### src/rtl/console_step_pkg.sv
package console_step_pkg;
  typedef enum logic [1:0] {
    SQ_IDLE  = 2'd0,
    SQ_RUN   = 2'd1,
    SQ_DRAIN = 2'd2,
    SQ_STEP  = 2'd3
  } seq_state_e;

  // Boundary test: cycle granularity stops on any cycle end (an
  // instruction end is also a cycle end); instruction granularity
  // waits for the instruction end.
  function automatic logic stop_hit(input logic fine, input logic mem_end,
                                    input logic ins_end);
    return fine ? (mem_end | ins_end) : ins_end;
  endfunction
endpackage

### src/rtl/panel_gate.sv
module panel_gate (
  input  logic run_sw_i,
  input  logic halt_sw_i,
  input  logic fine_sw_i,
  input  logic keep_op_sw_i,
  input  logic panel_unlock_i,
  output logic halt_ok_o,
  output logic fine_ok_o,
  output logic keep_ok_o,
  output logic step_ok_o
);
  // Interlock chain: key -> idle -> halt -> dependent switches
  assign halt_ok_o = halt_sw_i & panel_unlock_i & ~run_sw_i;
  assign fine_ok_o = fine_sw_i & halt_ok_o;
  assign keep_ok_o = keep_op_sw_i & halt_ok_o;
  assign step_ok_o = panel_unlock_i;
endmodule

### src/rtl/edge_pick.sv
module edge_pick #(
  parameter int W = 2
) (
  input  logic         clk,
  input  logic         rst_n,
  input  logic [W-1:0] lvl_i,
  output logic [W-1:0] rise_o
);
  logic [W-1:0] prev_q;

  always_ff @(posedge clk or negedge rst_n) begin
    if (!rst_n) prev_q <= '0;
    else        prev_q <= lvl_i;
  end

  for (genvar g = 0; g < W; g++) begin : g_bit
    assign rise_o[g] = lvl_i[g] & ~prev_q[g];
  end
endmodule

### src/rtl/reset_pulse.sv
module reset_pulse #(
  parameter int MASK_W  = 16,
  parameter int RST_CYC = 4
) (
  input  logic              clk,
  input  logic              rst_n,
  input  logic              fire_i,
  output logic              sys_reset_o,
  output logic [MASK_W-1:0] mask_o
);
  localparam int CW = $clog2(RST_CYC + 1);
  localparam logic [CW-1:0] LOAD = CW'(RST_CYC);

  logic [CW-1:0]     cnt_q;
  logic [MASK_W-1:0] mask_q;

  always_ff @(posedge clk or negedge rst_n) begin
    if (!rst_n) begin
      cnt_q  <= '0;
      mask_q <= '0;
    end else if (fire_i) begin
      cnt_q  <= LOAD;
      mask_q <= '1;
    end else if (cnt_q != '0) begin
      cnt_q <= cnt_q - 1'b1;
    end
  end

  assign sys_reset_o = (cnt_q != '0);
  assign mask_o      = mask_q;

  AST_MASK_ON_RESET: assert property (@(posedge clk) disable iff (!rst_n)
    $rose(sys_reset_o) |-> (&mask_q));
  AST_PULSE_DECAY: assert property (@(posedge clk) disable iff (!rst_n)
    (sys_reset_o && !fire_i) |=> (cnt_q == $past(cnt_q) - 1'b1));
endmodule

### src/rtl/stop_seq.sv
module stop_seq
  import console_step_pkg::*;
(
  input  logic clk,
  input  logic rst_n,
  input  logic run_i,
  input  logic step_go_i,
  input  logic fine_i,
  input  logic mem_end_i,
  input  logic ins_end_i,
  input  logic force_idle_i,
  output logic active_o,
  output logic stepping_o
);
  seq_state_e st_q, st_d;
  logic       gran_q, gran_d;

  always_comb begin
    st_d   = st_q;
    gran_d = gran_q;
    if (force_idle_i) begin
      st_d = SQ_IDLE;
    end else begin
      case (st_q)
        SQ_IDLE: begin
          if (run_i) st_d = SQ_RUN;
          else if (step_go_i) begin
            st_d   = SQ_STEP;
            gran_d = fine_i;
          end
        end
        SQ_RUN: begin
          if (!run_i) begin
            gran_d = fine_i;
            st_d   = stop_hit(fine_i, mem_end_i, ins_end_i) ? SQ_IDLE : SQ_DRAIN;
          end
        end
        SQ_DRAIN, SQ_STEP: begin
          if (stop_hit(gran_q, mem_end_i, ins_end_i)) st_d = SQ_IDLE;
        end
        default: st_d = SQ_IDLE;
      endcase
    end
  end

  always_ff @(posedge clk or negedge rst_n) begin
    if (!rst_n) begin
      st_q   <= SQ_IDLE;
      gran_q <= 1'b0;
    end else begin
      st_q   <= st_d;
      gran_q <= gran_d;
    end
  end

  assign active_o   = (st_q != SQ_IDLE);
  assign stepping_o = (st_q == SQ_STEP);

  AST_INSTR_STEP_END: assert property (@(posedge clk) disable iff (!rst_n)
    (st_q == SQ_STEP && !gran_q && ins_end_i) |=> (st_q == SQ_IDLE));
  AST_CYCLE_STEP_END: assert property (@(posedge clk) disable iff (!rst_n)
    (st_q == SQ_STEP && gran_q && mem_end_i) |=> (st_q == SQ_IDLE));
  AST_DRAIN_HOLDS: assert property (@(posedge clk) disable iff (!rst_n)
    (st_q == SQ_DRAIN && !gran_q && !ins_end_i && !force_idle_i) |=> (st_q == SQ_DRAIN));
  AST_STEP_NO_RELAUNCH: assert property (@(posedge clk) disable iff (!rst_n)
    (st_q == SQ_IDLE && !run_i && !step_go_i) |=> (st_q == SQ_IDLE));
  AST_FORCED_STOP: assert property (@(posedge clk) disable iff (!rst_n)
    force_idle_i |=> (st_q == SQ_IDLE));
endmodule

### src/rtl/console_step_ctrl.sv
module console_step_ctrl #(
  parameter int MASK_W  = 16,
  parameter int RST_CYC = 4
) (
  input  logic              clk,
  input  logic              rst_n,
  input  logic              run_sw_i,
  input  logic              step_btn_i,
  input  logic              fine_sw_i,
  input  logic              halt_sw_i,
  input  logic              reset_btn_i,
  input  logic              keep_op_sw_i,
  input  logic              panel_unlock_i,
  input  logic              mem_cyc_done_i,
  input  logic              instr_done_i,
  input  logic              op_forces_i,
  output logic              exec_permit_o,
  output logic              quiesce_o,
  output logic              opreg_hold_o,
  output logic              sys_reset_o,
  output logic [MASK_W-1:0] irq_mask_o
);
  logic       halt_ok, fine_ok, keep_ok, step_ok;
  logic [1:0] rise;
  logic       step_go, reset_fire, active, stepping;

  panel_gate u_gate (
    .run_sw_i      (run_sw_i),
    .halt_sw_i     (halt_sw_i),
    .fine_sw_i     (fine_sw_i),
    .keep_op_sw_i  (keep_op_sw_i),
    .panel_unlock_i(panel_unlock_i),
    .halt_ok_o     (halt_ok),
    .fine_ok_o     (fine_ok),
    .keep_ok_o     (keep_ok),
    .step_ok_o     (step_ok)
  );

  edge_pick #(.W(2)) u_edges (
    .clk   (clk),
    .rst_n (rst_n),
    .lvl_i ({reset_btn_i, step_btn_i}),
    .rise_o(rise)
  );

  assign step_go    = rise[0] & step_ok;
  assign reset_fire = rise[1] & halt_ok;

  reset_pulse #(.MASK_W(MASK_W), .RST_CYC(RST_CYC)) u_rst (
    .clk        (clk),
    .rst_n      (rst_n),
    .fire_i     (reset_fire),
    .sys_reset_o(sys_reset_o),
    .mask_o     (irq_mask_o)
  );

  stop_seq u_seq (
    .clk         (clk),
    .rst_n       (rst_n),
    .run_i       (run_sw_i),
    .step_go_i   (step_go),
    .fine_i      (fine_ok),
    .mem_end_i   (mem_cyc_done_i),
    .ins_end_i   (instr_done_i),
    .force_idle_i(sys_reset_o),
    .active_o    (active),
    .stepping_o  (stepping)
  );

  assign exec_permit_o = active;
  assign quiesce_o     = halt_ok & ~active;
  assign opreg_hold_o  = keep_ok & stepping & ~op_forces_i;

  AST_QUIESCE_GATED: assert property (@(posedge clk) disable iff (!rst_n)
    quiesce_o |-> (halt_sw_i && panel_unlock_i && !run_sw_i));
  AST_HOLD_IN_STEP: assert property (@(posedge clk) disable iff (!rst_n)
    opreg_hold_o |-> (exec_permit_o && !op_forces_i));
  AST_RESET_NEEDS_HALT: assert property (@(posedge clk) disable iff (!rst_n)
    $rose(sys_reset_o) |-> $past(halt_sw_i && panel_unlock_i && !run_sw_i));
endmodule

### config.mk
export PLATFORM = sky130hd
export DESIGN_NAME = console_step_ctrl
export DESIGN_NICKNAME = d
export VERILOG_FILES = /design/src/rtl/console_step_pkg.sv /design/src/rtl/panel_gate.sv /design/src/rtl/edge_pick.sv /design/src/rtl/reset_pulse.sv /design/src/rtl/stop_seq.sv /design/src/rtl/console_step_ctrl.sv
export SDC_FILE = /design/constraint.sdc
export NUM_CORES = 1
export LEC_CHECK = 0
export CAP_MARGIN = 20
export CORE_AREA = 2 2 39 41
export DETAILED_ROUTE_END_ITERATION = 7
export DIE_AREA = 0 0 41 43
export DONT_BUFFER_PORTS = 1
export MAX_ROUTING_LAYER = met4
export PLACE_DENSITY = 0.6
export SLEW_MARGIN = 20
export SYNTH_ARGS = -nofsm -noshare
export SYNTH_HDL_FRONTEND = slang
export SYNTH_SLANG_ARGS = --single-unit
### constraint.sdc
create_clock -name clk -period 1.8 [get_ports clk]
set_input_delay 0.09 -clock clk [delete_from_list [all_inputs] [get_ports clk]]
set_output_delay 0.09 -clock clk [all_outputs]
set_load 0.03 [all_outputs]
# [Yosys cells after proc, flatten, opt, wreduce, memory -nomap -nowiden]
# Cells that the tools add are included.
[word_totals] reg_bits=9 in_bits=12 output_inout_bits=20 word_cells=56
[op_classes] add_sub_neg=1 eq_ne=9 muxes=15 bitwise=18 reduce_logical=8
[ops] operator="2-bit 2-to-1 mux" n=6
[ops] operator="1-bit bitwise AND" n=11
[ops] operator="3-bit 2-to-1 mux" n=2
[ops] operator="2-bit != test, second input constant" n=3
[ops] operator="1-bit inverter" n=6
[ops] operator="2-bit one-hot mux with 3 select lines" n=1
[ops] operator="2-bit nonzero test" n=3
[ops] operator="1-bit 2-to-1 mux" n=5
[ops] operator="5-bit AND reduction" n=1
[ops] operator="2-bit equality test, second input constant" n=2
[ops] operator="4-bit != test, second input constant" n=1
[ops] operator="3-bit by 2-bit != test with 1-bit output, second input constant" n=1
[ops] operator="3-bit != test, second input constant" n=1
[ops] operator="3-bit AND reduction" n=1
[ops] operator="3-bit nonzero test" n=1
[ops] operator="3-bit by 1-bit subtractor with 3-bit output, second input constant" n=1
[ops] operator="2-bit by 1-bit equality test with 1-bit output, second input constant" n=1
[ops] operator="2-bit logical NOT" n=1
[ops] operator="1-bit one-hot mux with 2 select lines" n=1
[ops] operator="2-bit OR reduction" n=1
[ops] operator="1-bit OR" n=1

# [Depth between registers and ports, before layout]
[logic_depth] word_depth=8 depth_mapped=6 ltp_nobuf=5

# [Hierarchy]
# From an unflattened synthesis, not the netlist that was laid out.
[unflattened] hier_cells=66 area_unflattened_um2=659.4
[by_module_without_submodules] module="reset_pulse" instances=1 cells_per_inst=33 area_each_um2=324.1
[by_module_without_submodules] module="stop_seq" instances=1 cells_per_inst=21 area_each_um2=192.7
[by_module_without_submodules] module="edge_pick" instances=1 cells_per_inst=4 area_each_um2=77.6
[by_module_without_submodules] module="panel_gate" instances=1 cells_per_inst=4 area_each_um2=37.5
[by_module_without_submodules] module="console_step_ctrl" instances=1 cells_per_inst=4 area_each_um2=27.5

# [Worst setup path before layout]
# Ideal clock, no wire load.
[synth_timing] path_type="register -> register" startpoint="register u_rst.cnt_q[0]" endpoint="register u_seq.gran_q" setup_ps=128 arrival_time_ps=1501 t_required_ps=1672 path_slack_ps=171 stages_incl_launch_ff=7 period_less_slack_ps=1629 cell_sequence="dfrtp_1 inv_1 ha_1 nand2b_4 buf_6 a2111oi_4 mux2_1"
[synth_via] elab_chain_cells=3
[synth_lines] item="from (decl)" line="reset_pulse.sv:14" rtl="logic [CW-1:0] cnt_q;"
[synth_lines] item="from (signal assigned)" line="reset_pulse.sv:25" rtl="cnt_q <= cnt_q - 1'b1;"
[synth_lines] item="3-bit nonzero test" line="reset_pulse.sv:29" rtl="assign sys_reset_o = (cnt_q != '0);"
[synth_lines] item="via sys_reset_o" line="console_step_ctrl.sv:20" rtl="output logic sys_reset_o,"
[synth_lines] item="1-bit inverter (no line)"
[synth_lines] item="5-bit AND reduction (no line)"
[synth_lines] item="to (signal assigned)" line="stop_seq.sv:52" rtl="gran_q <= gran_d;"
[synth_lines] item="to (decl)" line="stop_seq.sv:16" rtl="logic gran_q, gran_d;"
# The timed path passes the listed nets, and every way through them passes these cells.
# A chain may end at the register's enable or synchronous reset.

# [Worst setup path after layout]
[layout_timing] startpoint="register u_rst.cnt_q[0]" endpoint="register u_seq.gran_q"
[layout_via] elab_chain_cells=3
[layout_lines] item="3-bit nonzero test" line="reset_pulse.sv:29"
[layout_lines] item="1-bit inverter (no line)"
[layout_lines] item="5-bit AND reduction (no line)"
# No other way between the ends.

==> flow_metrics.env <==
export IMPL_status="complete, no violations"
export IMPL_fmax_mhz=642.6
export IMPL_p_comb_frac=0.499
export IMPL_grt_start_max_net_pins=17
export IMPL_synth_compound_area_frac=0.1161
export IMPL_die_width_um=41
export IMPL_area_growth_pct=-2.240
export IMPL_layout_commonest_cell="dfrtp_1"
export IMPL_path_cells="inv_1, ha_1, nand2b_4, a2111oi_4, mux2_1"
export IMPL_cts_buffers=3
export IMPL_syn_cell_area_um2=614.3
export IMPL_path_max_fanout=3
export IMPL_crit_buf_inv=1
export IMPL_critPathLaunchType="flip-flop"
export IMPL_finalSetupTns_ns=0
export IMPL_synth_mux_area_frac=0.01833
export IMPL_drt_total_wl_mm=1.017
export IMPL_slowest_delay_ns=0.39
export IMPL_finalMaxSlewViolations=0
export IMPL_avgSynthCellArea_um2=9.751
export IMPL_finalHoldViolations=0
export IMPL_rrSetupSlack_ns=0.24
export IMPL_yosys_area_share_adder=0.04073
export IMPL_grtUsageMet2=0.1906
export IMPL_rows=14
export IMPL_fp_dieArea_um2=1763
export IMPL_leakagePower_nw=0.2571
export IMPL_cts_setup_buffers=0
export IMPL_finalPower_mw=0.9436
export IMPL_min_from="instr_done_i"
export IMPL_antenna_found_initial=0
export IMPL_ant_nets=0
export IMPL_arrival_ns=1.70
export IMPL_fin_crit_sh=0.8645
export IMPL_drc=0
export IMPL_diodes=0
export IMPL_synth_cells=63
export IMPL_p_clk_frac=0.165
export IMPL_path_clk_slew_ns=0.06
export IMPL_cts_max_level=1
export IMPL_use_met1=0.2046
export IMPL_ys_types=23
export IMPL_critPathTopFamily="flip-flops"
export IMPL_cts_root_buf="clkbuf_4"
export IMPL_io_buffers=0
export IMPL_drt_first_pass_iters=1
export IMPL_grt_overflow=0
export IMPL_initial_core_util=0.4439
export IMPL_max_clock_path_buffers=2
export IMPL_dr_first_iter_drc_count=0
export IMPL_dpl_hpwl_um=793.4
export IMPL_ios=32
export IMPL_setup_violations=0
export IMPL_vias=372
export IMPL_synth_nets=77
export IMPL_cts_tree="done"
export IMPL_regToRegStartpoint="u_rst.cnt_q[0]"
export IMPL_worstPathRequired_ns=1.94
export IMPL_maxCapViolCount=0
export IMPL_grt_pass1_wl_mm=1.697
export IMPL_rsz0062_at_grt="no"
export IMPL_cts_num_sinks=9
export IMPL_synth_top_family_by_area="buffers and inverters"
export IMPL_yosys_warnings=0
export IMPL_synth_xor_area_frac=0.01426
export IMPL_busiest_layer="met1"
export IMPL_synth_seq_cells=9
export IMPL_synth_simple_area_share=0.2037
export IMPL_core_area_um2=1384
export IMPL_layout_common_cells="8 x dfrtp_1, 7 x nor2_1, 5 x inv_1"
export IMPL_grtUsageMet3=0.04188
export IMPL_power_density_nw_per_um2=1571
export IMPL_switching_power_mw=0.4397
export IMPL_clock_skew_ns=0.0007628
export IMPL_period_needed_ns=1.556
export IMPL_hp_class="input port to flip-flop"
export IMPL_chipHeight_um=43
export IMPL_seq_area_frac_synth=0.3666
export IMPL_viasPerCell=5.167
export IMPL_avgRoutedWirePerCell_um=14.13
export IMPL_nets=71
export IMPL_clock_latency_ns=0.26
export IMPL_endpoint_kind="flip-flop"
export IMPL_grt_use_total=0.1546
export IMPL_seq_power_share=0.336
export IMPL_worstSetupStartpoint="u_rst.cnt_q[0]"
export IMPL_drive_gt1_frac=0.1964
export IMPL_peakVddDrop_mv=0.6136
export IMPL_gp_congestion=0.8313
export IMPL_worst_pin_slew_ns=0.5425
export IMPL_slew_headroom=0.6370
export IMPL_power_internal_mw=0.5040
export IMPL_crit_type="flip-flop to flip-flop"
export IMPL_p_sw_frac=0.4659
export IMPL_grt_pass1_vias=395
export IMPL_slowest_stage="dfrtp_1"
## power by group through the flow
stage	Clock, mW	Sequential, mW	Combinational, mW
after floorplan	0	0.314	0.502
after global placement	0	0.319	0.466
after detailed placement	0	0.324	0.466
after CTS	0.164	0.320	0.477
after global routing	0.171	0.327	0.524
final	0.156	0.318	0.471
## tightest hold or removal path, stage by stage
cell      delay (ns)
a21oi_1         0.03
nand2_1         0.06
a211oi_1        0.07
## per-stage QoR
step | setup WS [ns] | std cells | hold WS [ns] | instance area, µm² | util
after floorplan | 0.1714 | 63 | -0.2056 | 614.3 | -
after global placement | 0.2805 | 65 | -0.2053 | 544.3 | 0.3933
after detailed placement | 0.2402 | 65 | -0.2053 | 544.3 | 0.3933
after CTS | 0.2316 | 72 | 0.02515 | 600.6 | 0.4340
after global routing | 0.1316 | 72 | 0.04939 | 600.6 | 0.4340
final | 0.2439 | 72 | 0.02767 | 600.6 | 0.4340
## what timing repair did
action,CTS,global route
hold endpoints to repair,11,0
resized for setup,0,0
hold buffers,3,0
## layer usage
| layer | routed length, µm | vias to the layer above | part of all wire |
|---|---|---|---|
| met5 | 0 | - | 0 |
| met2 | 482 | 12 | 0.47 |
| met4 | 31 | 0 | 0.030 |
| met3 | 82 | 4 | 0.081 |
| met1 | 419 | 176 | 0.41 |
| li1 | - | 180 | - |
## worst paths after layout
check,endpoint,cells past startpoint
hold reg to reg,u_seq.gran_q,1
setup / recovery,u_seq.gran_q,5
hold / removal,u_seq.st_q[0],3
max in group asynchronous,u_rst.mask_o[0],1
setup reg to reg,u_seq.gran_q,5
min in group asynchronous,u_seq.gran_q,1
## area by class of cell
class                      instances  area, µm²
inverter                           5      18.77
tap                               16      20.02
timing repair buffer               6      65.06
sequential                         9      229.0
multi-input combinational         32      241.5
fill                             141      783.3
clock buffer                       4      26.28
## cells in the mapped netlist, drive strengths merged
master | number | area (µm²)
o21a | 1 | 7.510
or2 | 2 | 12.51
o31ai | 1 | 7.510
xnor2 | 1 | 8.760
nand2b | 1 | 13.76
buf | 16 | 123.9
a2111oi | 1 | 27.53
nand3 | 1 | 5.000
nand4b | 2 | 17.52
nor3 | 1 | 5.000
nor3b | 2 | 15.01
nor2 | 7 | 26.28
a211o | 1 | 8.760
nand2 | 2 | 7.510
clkbuf | 1 | 5.000
dfrtp | 9 | 225.2
mux2 | 1 | 11.26
a21oi | 1 | 5.000
nand3b | 3 | 22.52
a211oi | 2 | 15.01
inv | 5 | 18.77
ha | 2 | 25.02
## registers in the layout (all words and copies together), names as in the netlist
name and flops:
u_seq.gran_q 1, u_seq.st_q 2, u_rst.cnt_q 3, u_rst.mask_o 1, u_edges.prev_q 2
## cells by family (layout without fill, tap and decap cells)
family	count (synthesis)	count (layout)
xor+xnor	1	1
fa+ha+maj	2	2
buf+inv	22	15
compound gates	7	7
mux	1	1
simple gates	21	21
flops	9	9
(Power assumes the default switching activity.)
